`src/rtl/addon_pt_pkg.sv`:
```
package addon_pt_pkg;

   typedef enum logic [2:0] {
      S_IDLE,
      S_FETCH,
      S_RDREG,
      S_TURN,
      S_MEM,
      S_DRIVE,
      S_DONE,
      S_DRAIN
   } pt_state_e;

   localparam logic [7:0] DATA_REG_OFS = 8'h2C;

endpackage

```
`src/rtl/addon_pt_status.sv`:
```
module addon_pt_status #(
   parameter int BE_W = 4
) (
   input  logic            clk,
   input  logic            rst_n,
   input  logic            load_i,
   input  logic            burst_i,
   input  logic [1:0]      region_i,
   input  logic            wr_i,
   input  logic [BE_W-1:0] be_n_i,
   output logic [1:0]      region_o,
   output logic            wr_o,
   output logic [BE_W-1:0] be_n_o,
   output logic            unsup_o
);

   always_ff @(posedge clk or negedge rst_n) begin
      if (!rst_n) begin
         region_o <= '0;
         wr_o     <= 1'b0;
         be_n_o   <= '1;
         unsup_o  <= 1'b0;
      end else if (load_i) begin
         region_o <= region_i;
         wr_o     <= wr_i;
         be_n_o   <= be_n_i;
         unsup_o  <= unsup_o | burst_i;
      end
   end


   unsup_sticky_chk: assert property (@(posedge clk) disable iff (!rst_n)
      unsup_o |=> unsup_o);


   unsup_set_chk: assert property (@(posedge clk) disable iff (!rst_n)
      (load_i && burst_i) |=> unsup_o);

endmodule

```
`src/rtl/addon_pt_fsm.sv`:
```
module addon_pt_fsm
   import addon_pt_pkg::*;
#(
   parameter int TURN_CYC = 1
) (
   input  logic clk,
   input  logic rst_n,
   input  logic attn_i,
   input  logic host_wr_i,
   input  logic mem_rdy_i,
   output logic load_o,
   output logic fetch_o,
   output logic cs_o,
   output logic rd_o,
   output logic wr_o,
   output logic oe_o,
   output logic done_o,
   output logic mem_req_o,
   output logic cap_addr_o,
   output logic cap_wdata_o,
   output logic cap_rdata_o
);

   localparam int TCW = (TURN_CYC < 2) ? 1 : $clog2(TURN_CYC);
   localparam logic [TCW-1:0] TURN_LAST = TCW'(TURN_CYC - 1);

   pt_state_e        state_q, state_d;
   logic [TCW-1:0]   turn_q;

   always_comb begin
      state_d = state_q;
      unique case (state_q)
         S_IDLE:  if (attn_i) state_d = S_FETCH;
         S_FETCH: state_d = host_wr_i ? S_RDREG : S_TURN;
         S_RDREG: state_d = S_MEM;
         S_TURN:  if (turn_q == TURN_LAST) state_d = S_MEM;
         S_MEM:   if (mem_rdy_i) state_d = host_wr_i ? S_DONE : S_DRIVE;
         S_DRIVE: state_d = S_DRAIN;
         S_DONE:  state_d = S_DRAIN;
         S_DRAIN: if (!attn_i) state_d = S_IDLE;
         default: state_d = S_IDLE;
      endcase
   end

   always_ff @(posedge clk or negedge rst_n) begin
      if (!rst_n) begin
         state_q <= S_IDLE;
         turn_q  <= '0;
      end else begin
         state_q <= state_d;
         if (state_q == S_TURN) turn_q <= turn_q + 1'b1;
         else                   turn_q <= '0;
      end
   end

   assign load_o      = (state_q == S_IDLE) && attn_i;
   assign fetch_o     = (state_q == S_FETCH);
   assign rd_o        = (state_q == S_RDREG);
   assign wr_o        = (state_q == S_DRIVE);
   assign oe_o        = (state_q == S_DRIVE);
   assign done_o      = (state_q == S_DRIVE) || (state_q == S_DONE);
   assign mem_req_o   = (state_q == S_MEM);
   assign cs_o        = (state_q == S_FETCH) || (state_q == S_RDREG) || (state_q == S_TURN)
                      || ((state_q == S_MEM) && !host_wr_i) || (state_q == S_DRIVE);
   assign cap_addr_o  = (state_q == S_FETCH);
   assign cap_wdata_o = (state_q == S_RDREG);
   assign cap_rdata_o = (state_q == S_MEM) && mem_rdy_i && !host_wr_i;


   fetch_after_attn_chk: assert property (@(posedge clk) disable iff (!rst_n)
      $rose(fetch_o) |-> $past(attn_i));


   turn_gap_chk: assert property (@(posedge clk) disable iff (!rst_n)
      wr_o |-> !$past(fetch_o));


   oe_release_chk: assert property (@(posedge clk) disable iff (!rst_n)
      oe_o |=> !oe_o);


   done_pulse_chk: assert property (@(posedge clk) disable iff (!rst_n)
      done_o |=> !done_o);


   no_retrigger_chk: assert property (@(posedge clk) disable iff (!rst_n)
      done_o |=> !fetch_o);


   strobe_excl_chk: assert property (@(posedge clk) disable iff (!rst_n)
      $countones({fetch_o, rd_o, wr_o}) <= 1);

endmodule

```
`src/rtl/addon_pt_datapath.sv`:
```
module addon_pt_datapath #(
   parameter int DATA_W    = 32,
   parameter int LOW_W     = 4,
   parameter bit WORD_ADDR = 1'b1
) (
   input  logic                clk,
   input  logic                rst_n,
   input  logic                cap_addr_i,
   input  logic                cap_wdata_i,
   input  logic                cap_rdata_i,
   input  logic [1:0]          region_i,
   input  logic [DATA_W-1:0]   dbus_i,
   input  logic [DATA_W-1:0]   mem_rdata_i,
   output logic [LOW_W+1:0]    mem_addr_o,
   output logic [DATA_W-1:0]   data_o
);

   logic [LOW_W-1:0] low_q;
   logic [LOW_W-1:0] low_sel;

   generate
      if (WORD_ADDR) begin : g_word
         assign low_sel = dbus_i[LOW_W+1:2];
      end else begin : g_byte
         assign low_sel = dbus_i[LOW_W-1:0];
      end
   endgenerate

   always_ff @(posedge clk or negedge rst_n) begin
      if (!rst_n) begin
         low_q  <= '0;
         data_o <= '0;
      end else begin
         if (cap_addr_i)       low_q  <= low_sel;
         if (cap_wdata_i)      data_o <= dbus_i;
         else if (cap_rdata_i) data_o <= mem_rdata_i;
      end
   end

   assign mem_addr_o = {region_i, low_q};

endmodule

```
`src/rtl/addon_pt_seq.sv`:
```
module addon_pt_seq
   import addon_pt_pkg::*;
#(
   parameter int DATA_W    = 32,
   parameter int OFS_W     = 6,
   parameter int LOW_W     = 4,
   parameter int TURN_CYC  = 1,
   parameter bit WORD_ADDR = 1'b1,
   localparam int BE_W     = DATA_W / 8,
   localparam int MEM_AW   = LOW_W + 2
) (
   input  logic              clk,
   input  logic              rst_n,
   input  logic              attn_i,
   input  logic              st_burst_i,
   input  logic [1:0]        st_region_i,
   input  logic              st_wr_i,
   input  logic [BE_W-1:0]   st_be_n_i,
   output logic              rbus_cs_o,
   output logic [OFS_W-1:0]  rbus_ofs_o,
   output logic [BE_W-1:0]   rbus_be_n_o,
   output logic              rbus_rd_o,
   output logic              rbus_wr_o,
   output logic              addr_fetch_o,
   output logic              done_o,
   input  logic [DATA_W-1:0] dbus_i,
   output logic [DATA_W-1:0] dbus_o,
   output logic              dbus_oe_o,
   output logic              mem_req_o,
   output logic              mem_we_o,
   output logic [MEM_AW-1:0] mem_addr_o,
   output logic [BE_W-1:0]   mem_be_o,
   output logic [DATA_W-1:0] mem_wdata_o,
   input  logic [DATA_W-1:0] mem_rdata_i,
   input  logic              mem_rdy_i,
   output logic              unsup_o
);

   initial begin
      param_chk: assert (DATA_W % 8 == 0 && DATA_W >= LOW_W + 2 && OFS_W >= 6
                         && OFS_W <= 8 && TURN_CYC >= 1 && LOW_W >= 1)
         else $error("addon_pt_seq: illegal parameter set");
   end

   logic            load, cs, cap_addr, cap_wdata, cap_rdata;
   logic [1:0]      region_q;
   logic            host_wr_q;
   logic [BE_W-1:0] be_n_q;
   logic [DATA_W-1:0] data_q;

   addon_pt_status #(.BE_W(BE_W)) u_status (
      .clk      (clk),
      .rst_n    (rst_n),
      .load_i   (load),
      .burst_i  (st_burst_i),
      .region_i (st_region_i),
      .wr_i     (st_wr_i),
      .be_n_i   (st_be_n_i),
      .region_o (region_q),
      .wr_o     (host_wr_q),
      .be_n_o   (be_n_q),
      .unsup_o  (unsup_o)
   );

   addon_pt_fsm #(.TURN_CYC(TURN_CYC)) u_fsm (
      .clk         (clk),
      .rst_n       (rst_n),
      .attn_i      (attn_i),
      .host_wr_i   (host_wr_q),
      .mem_rdy_i   (mem_rdy_i),
      .load_o      (load),
      .fetch_o     (addr_fetch_o),
      .cs_o        (cs),
      .rd_o        (rbus_rd_o),
      .wr_o        (rbus_wr_o),
      .oe_o        (dbus_oe_o),
      .done_o      (done_o),
      .mem_req_o   (mem_req_o),
      .cap_addr_o  (cap_addr),
      .cap_wdata_o (cap_wdata),
      .cap_rdata_o (cap_rdata)
   );

   addon_pt_datapath #(.DATA_W(DATA_W), .LOW_W(LOW_W), .WORD_ADDR(WORD_ADDR)) u_dp (
      .clk         (clk),
      .rst_n       (rst_n),
      .cap_addr_i  (cap_addr),
      .cap_wdata_i (cap_wdata),
      .cap_rdata_i (cap_rdata),
      .region_i    (region_q),
      .dbus_i      (dbus_i),
      .mem_rdata_i (mem_rdata_i),
      .mem_addr_o  (mem_addr_o),
      .data_o      (data_q)
   );

   assign rbus_cs_o   = cs;
   assign rbus_ofs_o  = cs ? DATA_REG_OFS[OFS_W-1:0] : '0;
   assign rbus_be_n_o = cs ? be_n_q : '1;
   assign mem_we_o    = host_wr_q;
   assign mem_be_o    = ~be_n_q;
   assign mem_wdata_o = data_q;
   assign dbus_o      = data_q;


   mem_hold_chk: assert property (@(posedge clk) disable iff (!rst_n)
      (mem_req_o && !mem_rdy_i) |=> (mem_req_o && $stable(mem_addr_o) && $stable(mem_we_o)));


   oe_has_ready_chk: assert property (@(posedge clk) disable iff (!rst_n)
      dbus_oe_o |-> (done_o && rbus_wr_o));


   rd_select_chk: assert property (@(posedge clk) disable iff (!rst_n)
      rbus_rd_o |-> (rbus_cs_o && $past(addr_fetch_o)));

endmodule

```
`config.mk`:
```
export PLATFORM = sky130hd
export DESIGN_NAME = addon_pt_seq
export DESIGN_NICKNAME = d
export VERILOG_FILES = /design/src/rtl/addon_pt_pkg.sv /design/src/rtl/addon_pt_status.sv /design/src/rtl/addon_pt_fsm.sv /design/src/rtl/addon_pt_datapath.sv /design/src/rtl/addon_pt_seq.sv
export SDC_FILE = /design/constraint.sdc
export NUM_CORES = 1
export LEC_CHECK = 0
export ABC_AREA = 1
export BUFFER_PORTS_ARGS = -buffer_cell sky130_fd_sc_hd__buf_4
export CAP_MARGIN = 15
export CELL_PAD_IN_SITES_DETAIL_PLACEMENT = 0
export CELL_PAD_IN_SITES_GLOBAL_PLACEMENT = 1
export CORE_MARGIN = 2
export CORE_UTILIZATION = 31
export CTS_BUF_LIST = sky130_fd_sc_hd__clkbuf_16
export DETAILED_ROUTE_END_ITERATION = 10
export PLACE_DENSITY = 0.91
export SLEW_MARGIN = 20
export SYNTH_ARGS = -nofsm -noshare
export SYNTH_HDL_FRONTEND = slang
export SYNTH_SLANG_ARGS = --single-unit
```
`constraint.sdc`:
```
create_clock -name clk -period 2.4 [get_ports clk]
set_input_delay 0.24 -clock clk [delete_from_list [all_inputs] [get_ports clk]]
set_output_delay 0.24 -clock clk [all_outputs]
set_load 0.01 [all_outputs]
```
# Yosys cells after proc, flatten, opt, wreduce, memory -nomap -nowiden

Index checks and enable logic that the tools add are counted.
W data, S select, Z words.

Bitwise operators: 2
Add/sub/neg operators: 1
Equality and inequality tests: 11
Multiplexer cells: 12
Reductions and logical operators: 14

Operators with widths:

| cell                  | count |
|---|---|
| $mux W32              | 2 |
| $pmux W3 S7           | 1 |
| $eq A3 B3 Y1 const B  | 4 |
| $mux W3               | 4 |
| $eq A3 B2 Y1 const B  | 2 |
| $mux W6               | 1 |
| $ne A2 B2 Y1 const B  | 3 |
| $logic_or A1 B1 Y1    | 5 |
| $logic_and A1 B1 Y1   | 4 |
| $mux W4               | 1 |
| $not A4 Y4            | 1 |
| $reduce_and A4 Y1     | 1 |
| $eq A3 B1 Y1 const B  | 1 |
| $logic_not A3 Y1      | 1 |
| $mux W1               | 2 |
| $mux W2               | 1 |
| $ne A2 B1 Y1 const B  | 1 |
| $reduce_bool A2 Y1    | 1 |
| $reduce_or A2 Y1      | 1 |
| $add A1 B1 Y1 const B | 1 |
| $logic_not A1 Y1      | 1 |
| $or A1 B1 Y1          | 1 |

Output and inout bits: 93
Bits of input ports: 76
Flip-flop bits (word level): 48
Logic and storage cells: 48

# Depth between registers and ports, before layout

Gate-level depths: netlist (run 1).

Depth after elaboration: 6
Depth in mapped cells: 9
Depth with buffers taken out: 7

# Hierarchy

From an unflattened synthesis (run 1), not the netlist that was laid out.

Cells, all modules: 327
Area, all modules: 2631.3 sq um

By module, submodules not included:

| module            | sequential area each (sq um) | times used | area each (sq um) | cells an instance |
|---|---|---|---|---|
| addon_pt_datapath | 900.9                        | 1          | 1671.6            | 194 |
| addon_pt_fsm      | 100.1                        | 1          | 330.3             | 52 |
| addon_pt_seq      | 0.0                          | 1          | 319.1             | 47 |
| addon_pt_status   | 205.2                        | 1          | 310.3             | 34 |

# Least setup slack after synthesis (run 1)

OpenSTA, ideal clock, no wires.

Path type: flip-flop to output port
From: reg u_fsm.state_q[1]
To: out rbus_ofs_o[2]
Data required time: 2160 ps
Buffers on the path: 1
Arrival time: 1227 ps
Path slack: 933 ps
Cell stages (with the launch flop): 5
Path through: dfrtp_1 nor2_1 nand3_1 nand3_1 buf_4

Cells in the longest elaborated chain, start to end: 6
Elaborated cells between the ends (all ways): 11
Those cells by class: eq/ne (5); mux (1); reduce/logical (5)

RTL lines:

| what                                                | RTL line           | text |
|---|---|---|
| start, declared                                     | addon_pt_fsm.sv:27 | `pt_state_e state_q, state_d;` |
| start signal, assigned                              | addon_pt_fsm.sv:50 | `state_q <= state_d;` |
| $eq A3 B1 Y1 / $eq A3 B2 Y1 (equally long branches) | addon_pt_fsm.sv:63 | `assign cs_o = (state_q == S_FETCH) \|\| (state_q == S_RDREG) \|\| (state_q == S_TURN)` |
| $logic_or A1 B1 Y1 (2 in series)                    | addon_pt_fsm.sv:63 |  |
| $logic_or A1 B1 Y1                                  | addon_pt_fsm.sv:64 | `\|\| ((state_q == S_MEM) && !host_wr_i) \|\| (state_q == S_DRIVE);` |
| $logic_or A1 B1 Y1 (*)                              | addon_pt_fsm.sv:64 |  |
| net rbus_cs_o                                       | addon_pt_seq.sv:19 | `output logic rbus_cs_o,` |
| $mux W6 (*)                                         | addon_pt_seq.sv:98 | `assign rbus_ofs_o = cs ? DATA_REG_OFS[OFS_W-1:0] : '0;` |
| end, declared                                       | addon_pt_seq.sv:20 | `output logic [OFS_W-1:0] rbus_ofs_o,` |

The timed path passes the listed nets; every way through them passes the cells marked *.

# Final worst setup path (run 1)

From: reg u_fsm.state_q[1]
To: out rbus_be_n_o[0]

Cells in the longest elaborated chain, start to end: 6
Elaborated cells between the ends (all ways): 11
Those cells by class: eq/ne (5); mux (1); reduce/logical (5)

RTL lines:

| what                                                | RTL line           | text |
|---|---|---|
| $eq A3 B1 Y1 / $eq A3 B2 Y1 (equally long branches) | addon_pt_fsm.sv:63 |  |
| $logic_or A1 B1 Y1 (2 in series)                    | addon_pt_fsm.sv:63 |  |
| $logic_or A1 B1 Y1                                  | addon_pt_fsm.sv:64 |  |
| $logic_or A1 B1 Y1 (*)                              | addon_pt_fsm.sv:64 |  |
| $mux W4 (*)                                         | addon_pt_seq.sv:99 | `assign rbus_be_n_o = cs ? be_n_q : '1;` |
| end, declared                                       | addon_pt_seq.sv:21 | `output logic [BE_W-1:0] rbus_be_n_o,` |

Every way passes the cells marked *; elsewhere a longest branch is shown, timed or not.

==> metrics, run 1 <==
#FFs+latches synth=48; Clock Latency Late Sink=280 ps; Worst Setup Path Type=reg2out; drt pass-1 iters=4; aggregate global routing overflow=0; Hold Path Depth=3; Post-Synth Simple-Gate Area=34.7%; Die W=98.7 um; layout cells sized above 1=37.0%; Initial Util=31.9%; CTS clock-pin slew for the worst setup and hold paths=70 ps; Netlist cell types=22; Final ANT Viol Nets=0; syn avg cell area=7.25 um^2; antenna cells=0; Synth top area share=39.6%; GPL Wtd Cong=0.882; row count=34; largest family of logic cells by synthesized area=simple AND/OR/NAND/NOR gates; post-synthesis mux area share=0%; Area Growth Syn to Fin=42.1%; total CTS buffers=5; vias after detailed routing=2748; total wire length=7430 um; first-pass GRT wire length=11600 um; Final Net Count=581; largest cells by area after synthesis=dfrtp_1 40%, nand2_1 23%, buf_4 12%, nand3_1 7.7%, dfstp_2 3.8%; post-DP HPWL=5590 um; CTS sink count=48; post-synthesis sequential area ratio=43.3%; commonest non-fill, non-tap cells in the layout=173 x nand2_1, 168 x buf_4, 44 x dfrtp_1, 43 x nand3_1, 23 x inv_1; Main synth FF type=dfrtp_1; Synth Area in Compound Gates=3.60%; R2R cell count=6; PD cells=1310 nW/um^2; clk root buf=clkbuf_16; Hold Crit Class=in2reg; status=finished, final reports clean; die area=9750 um^2; Leak Pwr=2.31 nW; worst slew pin tran=597 ps; post-synthesis adder-cell area fraction=0%; most common cell after layout, fill and taps aside=nand2_1; # port buffers=165; RSZ-0062 raised after global routing=false; initial antenna violation count=0; Fmax achieved=487 MHz; total of max-cap violations=0; max-slew violations=0; vias in the first global route=2448; Slew headroom=60.2%; setup TNS=0 ps; number of flops mapped to enable cells by yosys=0; worst path required time=2160 ps; Final Hold Viols=0; I/O Pins=169; post-CTS sizing=0; Final period util=85.5%; Max IR drop VDD=0.519 mV; crit-path max FO=8; netlist area before placement=2780 um^2; Final setup viols=0; Critical Path Start Type=flip-flop; clk buf depth=2; min Tclk post-route=2050 ps; crit path DAT=1810 ps; DR DRC count=0; CTS H-tree depth=2; routed len/inst=12.1 um; core area=8720 um^2; largest net degree at the start of global routing=49; CTS tree=yes; via/cell ratio=4.48; Yosys warning total=0; 1st-iter DRT viols=138; PnR Total Power=5.17 mW; total track usage=14.4%; Mapped Cells=384; Synth async-reset ratio=100%; Setup crit end kind=output pin; die height=98.7 um; post-synth top area cell=dfrtp_1; final setup skew=4.79 ps; Synth Area in XOR/XNOR=0%
-- worst paths after layout --
kind / from / slack [ps] / endpoint
max reg2reg: u_fsm.state_q[2]$_DFFE_PN0P_ / 480 / u_dp.data_o[21]$_DFFE_PN0P_
min in group asynchronous: rst_n / 520 / u_dp.data_o[20]$_DFFE_PN0P_
max in group asynchronous: rst_n / 1480 / u_dp.data_o[13]$_DFFE_PN0P_
min: st_be_n_i[1] / 200 / u_status.be_n_o[1]$_DFFE_PN1P_
min reg2reg: u_fsm.turn_q$_DFF_PN0_ / 470 / u_fsm.turn_q$_DFF_PN0_
max: u_fsm.state_q[1]$_DFFE_PN0P_ / 350 / rbus_be_n_o[0]
-- critical path, cell delays in order (launching register included) --
cell	delay (ps)
dfrtp_1	460
nor2_1	340
nand3_1	180
nand3_1	270
nand2_1	120
buf_4	160
-- synthesized netlist by cell type, types with 3 or more instances --
library cell	count
dfstp_2	4
inv_2	3
buf_2	9
nor2_1	11
buf_4	45
nand2_1	173
dfrtp_1	44
inv_1	23
nand3_1	43
o21ai_0	10
a21oi_1	5
-- report_power, final --
part,total [mW],switching [mW],internal (mW)
Clock,0.777,0.287,0.489
Sequential,1.53,0.320,1.21
Combinational,2.86,1.52,1.34
-- layer usage --
metal  up-vias  part of all wire [%]  GRT usage [%]
li1       1385                     -              -
met1      1241                    45           19.4
met2       118                    47           23.9
met3         4                   6.9           2.77
met4         0                  0.65           3.37
met5         -                     0              0
-- metrics by stage --
step           hold slack [ps]  std cells  area [um^2]  setup slack (ps)  utilization (%)
2_1_floorplan            -55.6        386         2790               933                -
3_3_place_gp               294        605         3780               537             43.3
3_5_place_dp               296        605         3780               470             43.3
4_1_cts                    198        614         3960               371             45.4
5_1_grt                    201        614         3960               216             45.4
6_report                   202        614         3960               349             45.4
-- flip-flops by register name, summed over array words and instances, names as in the netlist --
register and count:
u_fsm.turn_q 1, u_dp.low_q 4, u_fsm.state_q 3, u_status.unsup_o 1
u_status.region_o 2, u_status.wr_o 1, u_status.be_n_o 4, u_dp.data_o 32
-- layout make-up --
cell class / count / area (um^2)
multi-input cells: 255 / 1080
flip-flops and latches: 48 / 1210
clock inverters: 3 / 42.5
fillers: 878 / 4770
clock buffers: 5 / 125
inverters: 26 / 97.6
repair buffers: 169 / 1270
well taps: 108 / 135
-- cells by family after synthesis --
logic type / after synthesis
AOI/OAI and AO/OA: 19
buffers and inverters: 83
DFF: 48
other: 1
and+or+nand+nor: 233
-- repair_timing --
item                                    CTS  global route
endpoints found under the hold margin    42             0
endpoints found under the setup margin    0             0
hold buffers                              1             0
buffers inserted                          0             0
Note: power is estimated with default switching activity, not from simulation.
==> inputs of run 2 (changes only) <==
Settings changed: ABC_AREA 1 to unset, CORE_MARGIN 2 to 10, CORE_UTILIZATION 31 to 32, PLACE_DENSITY 0.91 to 0.9.
==> run 2 against run 1 <==
- critical path depth decreased by 2
- synthesized area decreased by 8.8%
- largest power group unchanged
- combinational power decreased by 8.4%
==> metrics, run 2 <==
RSZ-0062 raised after global routing=false; Worst Setup Path Type=reg2out; Main synth FF type=dfrtp_1; max-slew violations=0 (unchanged); clk root buf=clkbuf_16; commonest non-fill, non-tap cells in the layout=169 x buf_4, 44 x dfrtp_1, 37 x nand2b_1, 32 x o221a_1, 9 x nand2_1; Netlist cell types=32 (+45%); PnR Total Power=5.05 mW (-2.3%); placed insts=447 (-26%); post-synth top area cell=dfrtp_1; M2 GR Usage=23.6% (-0.30 points); Critical Path Start Type=flip-flop; top flop regs=u_dp.data_o (32), u_dp.low_q (4), u_status.be_n_o (4); worst path required time=2160 ps (about the same); vias in the first global route=2246 (-8.3%); row count=32 (-5.9%); crit path DAT=1810 ps (about the same); clk buf depth=2 (unchanged); initial antenna violation count=0 (unchanged); Post-Synth Simple-Gate Area=15.0% (-20 points); Final Cell Area=3760 um^2 (-5.0%); GPL Wtd Cong=0.763 (-13%); post-CTS sizing=0 (unchanged); Final Net Count=429 (-26%); setup TNS=0 ps (unchanged); CTS sink count=48 (unchanged); Die W=109 um (+10%); CTS H-tree depth=2 (unchanged); die area=11900 um^2 (+22%); layout cells sized above 1=54.8% (+18 points); antenna cells=0 (unchanged); syn avg cell area=11.2 um^2 (+54%); sequential cell area in the final layout=1210 um^2 (unchanged); global route hottest layer=met2; Final ANT Viol Nets=0 (unchanged); post-DP HPWL=6360 um (+14%); # port buffers=165 (unchanged); min Tclk post-route=2050 ps (-1.51 ps); most common cell after layout, fill and taps aside=buf_4; dpl cell area=3570 um^2 (-5.4%); #FFs+latches synth=48 (unchanged); Synth top cells by count=44 x dfrtp_1, 43 x buf_4, 37 x nand2b_1, 32 x o221a_1, 9 x nand2_1; Hold Crit Class=in2reg; sequential share of power=32.2% (+2.5 points); via/cell ratio=4.70 (+5.0%); Mapped Cells=227 (-41%); PD cells=1350 nW/um^2 (+2.9%); Comb pwr share=51.9% (-3.4 points); final core occ=48.6% (+3.3 points); total of max-cap violations=0 (unchanged); Max IR drop VDD=0.611 mV (+18%); 1st-iter DRT viols=84 (-39%); drt pass-1 iters=4 (unchanged); Area Growth Syn to Fin=48.0%; largest cells by area after synthesis=dfrtp_1 43%, o221a_1 14%, buf_4 13%, nand2b_1 9.1%, dfstp_2 4.1%; Largest register FFs=32 (unchanged); total CTS buffers=5 (unchanged); aggregate global routing overflow=0 (unchanged); worst slew pin tran=708 ps (+110 ps); Synth Area in XOR/XNOR=0.345% (+0.35 points); die height=109 um (+10%); most frequent cell after synthesis=dfrtp_1; Switching Fraction=36.6% (-4.6 points); post-route non-filler standard cell count=456 (-26%); RR Startpoint=u_fsm.state_q[1]$_DFFE_PN0P_; post-synthesis adder-cell area fraction=0% (unchanged); core area=7730 um^2 (-11%); Initial Util=32.8% (+0.93 points); first-pass GRT wire length=12100 um (+4.3%); cell-internal power=3.20 mW (+5.3%); Clock Latency Late Sink=280 ps (about the same); met3 GRT Util=4.25% (+1.5 points); Setup crit end kind=output pin; largest family of logic cells by synthesized area=compound AO/OA/AOI/OAI gates; Synth async-reset ratio=100% (unchanged); setup bufs post-CTS=0 (unchanged); I/O Pins=169 (unchanged); GR Layer Usage met1=13.7% (-5.7 points); Synth Area in Compound Gates=18.6% (+15 points); post-synthesis sequential area ratio=47.5% (+4.2 points); Clk network pwr share=15.9% (+0.9 points); Largest Register=u_dp.data_o; Yosys warning total=0 (unchanged); fill cell count=713 (-19%); post-synthesis mux area share=2.66% (+2.7 points); total track usage=12.7% (-1.7 points); routed len/inst=18.0 um (+49%); Multi-input gate area=941 um^2 (-13%); final setup skew=8.21 ps (+3.42 ps); Slew headroom=52.8% (-7.4 points); HP Start=st_burst_i; status=finished, final reports clean; netlist area before placement=2540 um^2 (-8.8%); Critical Path Source=u_fsm.state_q[1]$_DFFE_PN0P_; largest net degree at the start of global routing=49 (unchanged); DR DRC count=0 (unchanged); CTS clock-pin slew for the worst setup and hold paths=70 ps (about the same); Final Hold Viols=0 (unchanged); Sw Pwr=1.85 mW (-13%); Fmax achieved=488 MHz (about the same); CTS tree=yes; number of flops mapped to enable cells by yosys=0 (unchanged); Synth top area share=43.4% (+3.8 points); total wire length=8220 um (+11%); Leak Pwr=1.73 nW (-25%); Final setup viols=0 (unchanged); Final period util=85.4% (about the same); crit-path max FO=33 (+25); vias after detailed routing=2142 (-22%); CTS Hold Bufs=1 (unchanged)
run 2: changes by cell type after synthesis, sizes merged, moves of 3 or more:
cell / previous run / this run
a21o: 0 / 3
buf: 56 / 49
clkbuf: 1 / 4
inv: 26 / 8
mux2: 0 / 6
nand2: 174 / 9
nand2b: 0 / 37
nand3: 46 / 1
nor2: 12 / 3
o21ai: 12 / 6
o221a: 0 / 33
run 2: worst max-delay path, stage by stage, from the launching register on:
cell     delay [ps]
dfrtp_1         660
nor3b_4         280
buf_4           370
buf_4           200
run 2: power groups by stage:
stage,combinational (mW),sequential (mW),clock (mW)
6_report,2.62,1.63,0.804
5_1_grt,2.83,1.70,0.866
4_1_cts,2.69,1.63,0.834
3_5_place_dp,2.68,1.64,0
3_3_place_gp,2.63,1.62,0
2_1_floorplan,1.52,1.67,0
run 2: layer usage:
| metal | up-vias | part of all wire [%] |
|---|---|---|
| met1 | 1047 | 36 |
| li1 | 1008 | - |
| met4 | 0 | 0.18 |
| met3 | 2 | 10 |
| met5 | - | 0 |
| met2 | 85 | 54 |
run 2: area by class of cell:
class / instances / share of cell area (%)
Clock buffer: 5 / 3.33
Tap cell: 102 / 3.40
Multi-Input combinational cell: 120 / 25.0
Inverter: 8 / 0.799
Timing Repair Buffer: 170 / 34.0
Sequential cell: 48 / 32.1
Clock inverter: 3 / 1.27
run 2: kinds of logic (layout without fill, tap and decap cells):
logic type             Yosys count  in the layout
buffers and inverters           61            186
AND/OR/NAND/NOR                 60             60
AO/OA/AOI/OAI                   50             50
flip-flops                      48             48
multiplexers                     6              6
other                            1              3
XOR/XNOR                         1              1
run 2: worst paths after layout:
path	slack [ps]	depth (start not counted)	to
max in group asynchronous	1460	2	u_status.region_o[0]$_DFFE_PN0P_
setup reg to reg	460	3	u_dp.data_o[6]$_DFFE_PN0P_
setup / recovery	350	3	rbus_rd_o
hold / removal	150	2	u_status.unsup_o$_DFFE_PN0P_
hold reg to reg	470	1	u_status.unsup_o$_DFFE_PN0P_
min in group asynchronous	520	2	u_dp.data_o[26]$_DFFE_PN0P_
run 2: per-stage QoR:
step                      setup WS (ps)  hold slack [ps]
final                               350              154
after global routing                222              154
after CTS                           339              147
after detailed placement            447              300
after global placement              529              300
after floorplan                     878            -55.6
==> inputs of run 3 (changes only) <==
Settings changed: CORE_UTILIZATION 32 to 27, PLACE_DENSITY 0.9 to 0.82, TNS_END_PERCENT set to 1.
Clock period 2.4 ns to 1.7 ns, I/O delays scaled along.
==> run 3 against run 2 <==
- worst hold slack got worse by 64 ps
- global-route usage decreased by 1.1 points
- clock skew decreased by 1.2 ps
- via count increased by 3.4%
- highest routed layer unchanged
- sequential power increased by 37%
- register-to-register slack got worse by 400 ps
- total power increased by 43%
- die area increased by 15%
==> metrics, run 3 (synthesis results as in run 2) <==
min Tclk post-route=1670 ps; Critical Path Source=u_fsm.state_q[0]$_DFFE_PN0P_; most common cell after layout, fill and taps aside=buf_4; initial antenna violation count=0 (unchanged); vias after detailed routing=2215 (+3.4%); Setup crit end kind=output pin; largest stage delay on the critical path=450 ps (-210 ps); antenna cells=0 (unchanged); Clock Latency Late Sink=280 ps (about the same); R2R Path End=u_fsm.state_q[0]$_DFFE_PN0P_; Final period util=98.5%; post-route non-filler standard cell count=473 (+3.7%); Critical Path Start Type=flip-flop; Largest register FFs=32 (unchanged); # port buffers=165 (unchanged); PD cells=1880 nW/um^2 (+40%); Slew headroom=58.2% (+5.4 points); aggregate global routing overflow=0 (unchanged); Leak Pwr=1.77 nW (+2.2%); Area Growth Syn to Fin=51.8%; final core occ=41.9% (-6.7 points); post-DP HPWL=6550 um (+2.9%); worst slew pin tran=627 ps (-80.4 ps); R2R cell count=6 (+3); clk root buf=clkbuf_16; largest net degree at the start of global routing=49 (unchanged); RR Startpoint=u_fsm.state_q[2]$_DFFE_PN0P_; total track usage=11.6% (-1.1 points); total of max-cap violations=0 (unchanged); crit path DAT=1500 ps (-310 ps); Final Net Count=438 (+2.1%); crit-path max FO=10 (-70%); family with the most delay on the worst path=buffers and inverters; final setup skew=6.99 ps (-1.22 ps); CTS tree=yes; total wire length=8590 um (+4.5%); status=finished, final reports clean; Largest Register=u_dp.data_o; GPL Wtd Cong=0.717 (-6.0%); Final ANT Viol Nets=0 (unchanged); row count=35 (+9.4%); Initial Util=27.6% (-5.2 points); Worst Setup Path Type=reg2out; layout cells sized above 1=56.9% (+2.1 points); routed len/inst=18.2 um (+0.71%); Hold Crit Class=in2reg; Die W=117 um (+7.2%); 1st-iter DRT viols=92 (+9.5%); CTS sink count=48 (unchanged); Final Hold Viols=0 (unchanged); CP bufs+invs=3 (+1); I/O Pins=169 (unchanged); core area=9200 um^2 (+19%); via/cell ratio=4.68 (-0.31%); max-slew violations=0 (unchanged); worst path required time=1530 ps (-630 ps); Max IR drop VDD=0.702 mV (+15%); fill cell count=879 (+23%); worst-path cell chain=buf_6 -> o31ai_2 -> buf_4 -> nand2b_1 -> buf_4; CTS H-tree depth=2 (unchanged); first-pass GRT wire length=12400 um (+2.7%); RSZ-0062 raised after global routing=true; top flop regs=u_dp.data_o (32), u_dp.low_q (4), u_status.be_n_o (4); Reg2Reg Setup Slack=60 ps (-400 ps); die height=117 um (+7.2%); Worst path depth=5 (+2); Final setup viols=0 (unchanged); cell mode on critical path=buf_4; PnR Total Power=7.23 mW (+43%); total CTS buffers=5 (unchanged); clk buf depth=2 (unchanged); die area=13700 um^2 (+15%); placed insts=461 (+3.1%); CTS clock-pin slew for the worst setup and hold paths=70 ps (about the same); vias in the first global route=2256 (+0.45%); commonest non-fill, non-tap cells in the layout=173 x buf_4, 42 x dfrtp_1, 37 x nand2b_1, 32 x o221a_1; slowest stage cell on the critical path=dfrtp_2; CP Capture Point=rbus_be_n_o[2]; DR DRC count=0 (unchanged); drt pass-1 iters=4 (unchanged); Fmax achieved=597 MHz
-- run 3: power breakdown --
group / total (mW) / switching, mW / internal (mW)
Clock: 0.952 / 0.417 / 0.534
Combinational: 4.05 / 1.80 / 2.25
Sequential: 2.23 / 0.482 / 1.75
Total: 7.23 / 2.69 / 4.54
-- run 3: layout make-up --
type | count | area (um^2) | area share [%]
Inverter | 8 | 30.0 | 0.779
Clock inverter | 2 | 12.5 | 0.325
Timing Repair Buffer | 179 | 1370 | 35.7
Sequential cell | 48 | 1210 | 31.4
Clock buffer | 5 | 125 | 3.25
Tap cell | 111 | 139 | 3.61
Multi-Input combinational cell | 120 | 963 | 25.0
-- run 3: worst min path at each step --
stage,from,endpoint,cells after the start
final,st_be_n_i[0],u_status.be_n_o[0]$_DFFE_PN1P_,3
after global placement,rst_n,u_dp.low_q[1]$_DFFE_PN0N_,1
after global routing,st_burst_i,u_status.unsup_o$_DFFE_PN0P_,2
after floorplan,rst_n,u_dp.data_o[0]$_DFFE_PN0P_,0
after detailed placement,rst_n,u_dp.low_q[1]$_DFFE_PN0N_,1
after CTS,st_be_n_i[0],u_status.be_n_o[0]$_DFFE_PN1P_,3
-- run 3: timing repair --
action / 4_1_cts / 5_1_grt
setup buffers: 3 / 1
hold buffers: 1 / 0
gates resized for setup: 6 / 7
pin swaps: 1 / 1
endpoints found under the setup margin: 42 / 13
endpoints found under the hold margin: 44 / 0
-- run 3: per-layer routing --
| metal | track usage (%) | up-vias | part of all wire [%] |
|---|---|---|---|
| met2 | 20.8 | 88 | 53 |
| met1 | 12.5 | 1093 | 37 |
| met5 | 0 | - | 0 |
| li1 | - | 1027 | - |
| met4 | 2.47 | 0 | 0.64 |
| met3 | 4.64 | 7 | 9.9 |
-- run 3: metrics by stage --
stage | area [um^2] | hold WS, ps | TNS, ps | setup WS (ps)
floorplan | 2540 | -126 | 0 | 233
CTS | 3820 | 85.6 | -365 | -52.2
global placement | 3620 | 241 | 0 | 12.3
finish | 3850 | 89.9 | 0 | 25.8
global route | 3850 | 94.7 | -334 | -57.6
detailed placement | 3620 | 248 | -1000 | -46.2
-- run 3: worst min-delay path, delay by kind of cell --
family	cells	cell delay, ps
AND/OR/NAND/NOR	1	30
buffers and inverters	1	70
AO/OA/AOI/OAI	1	60
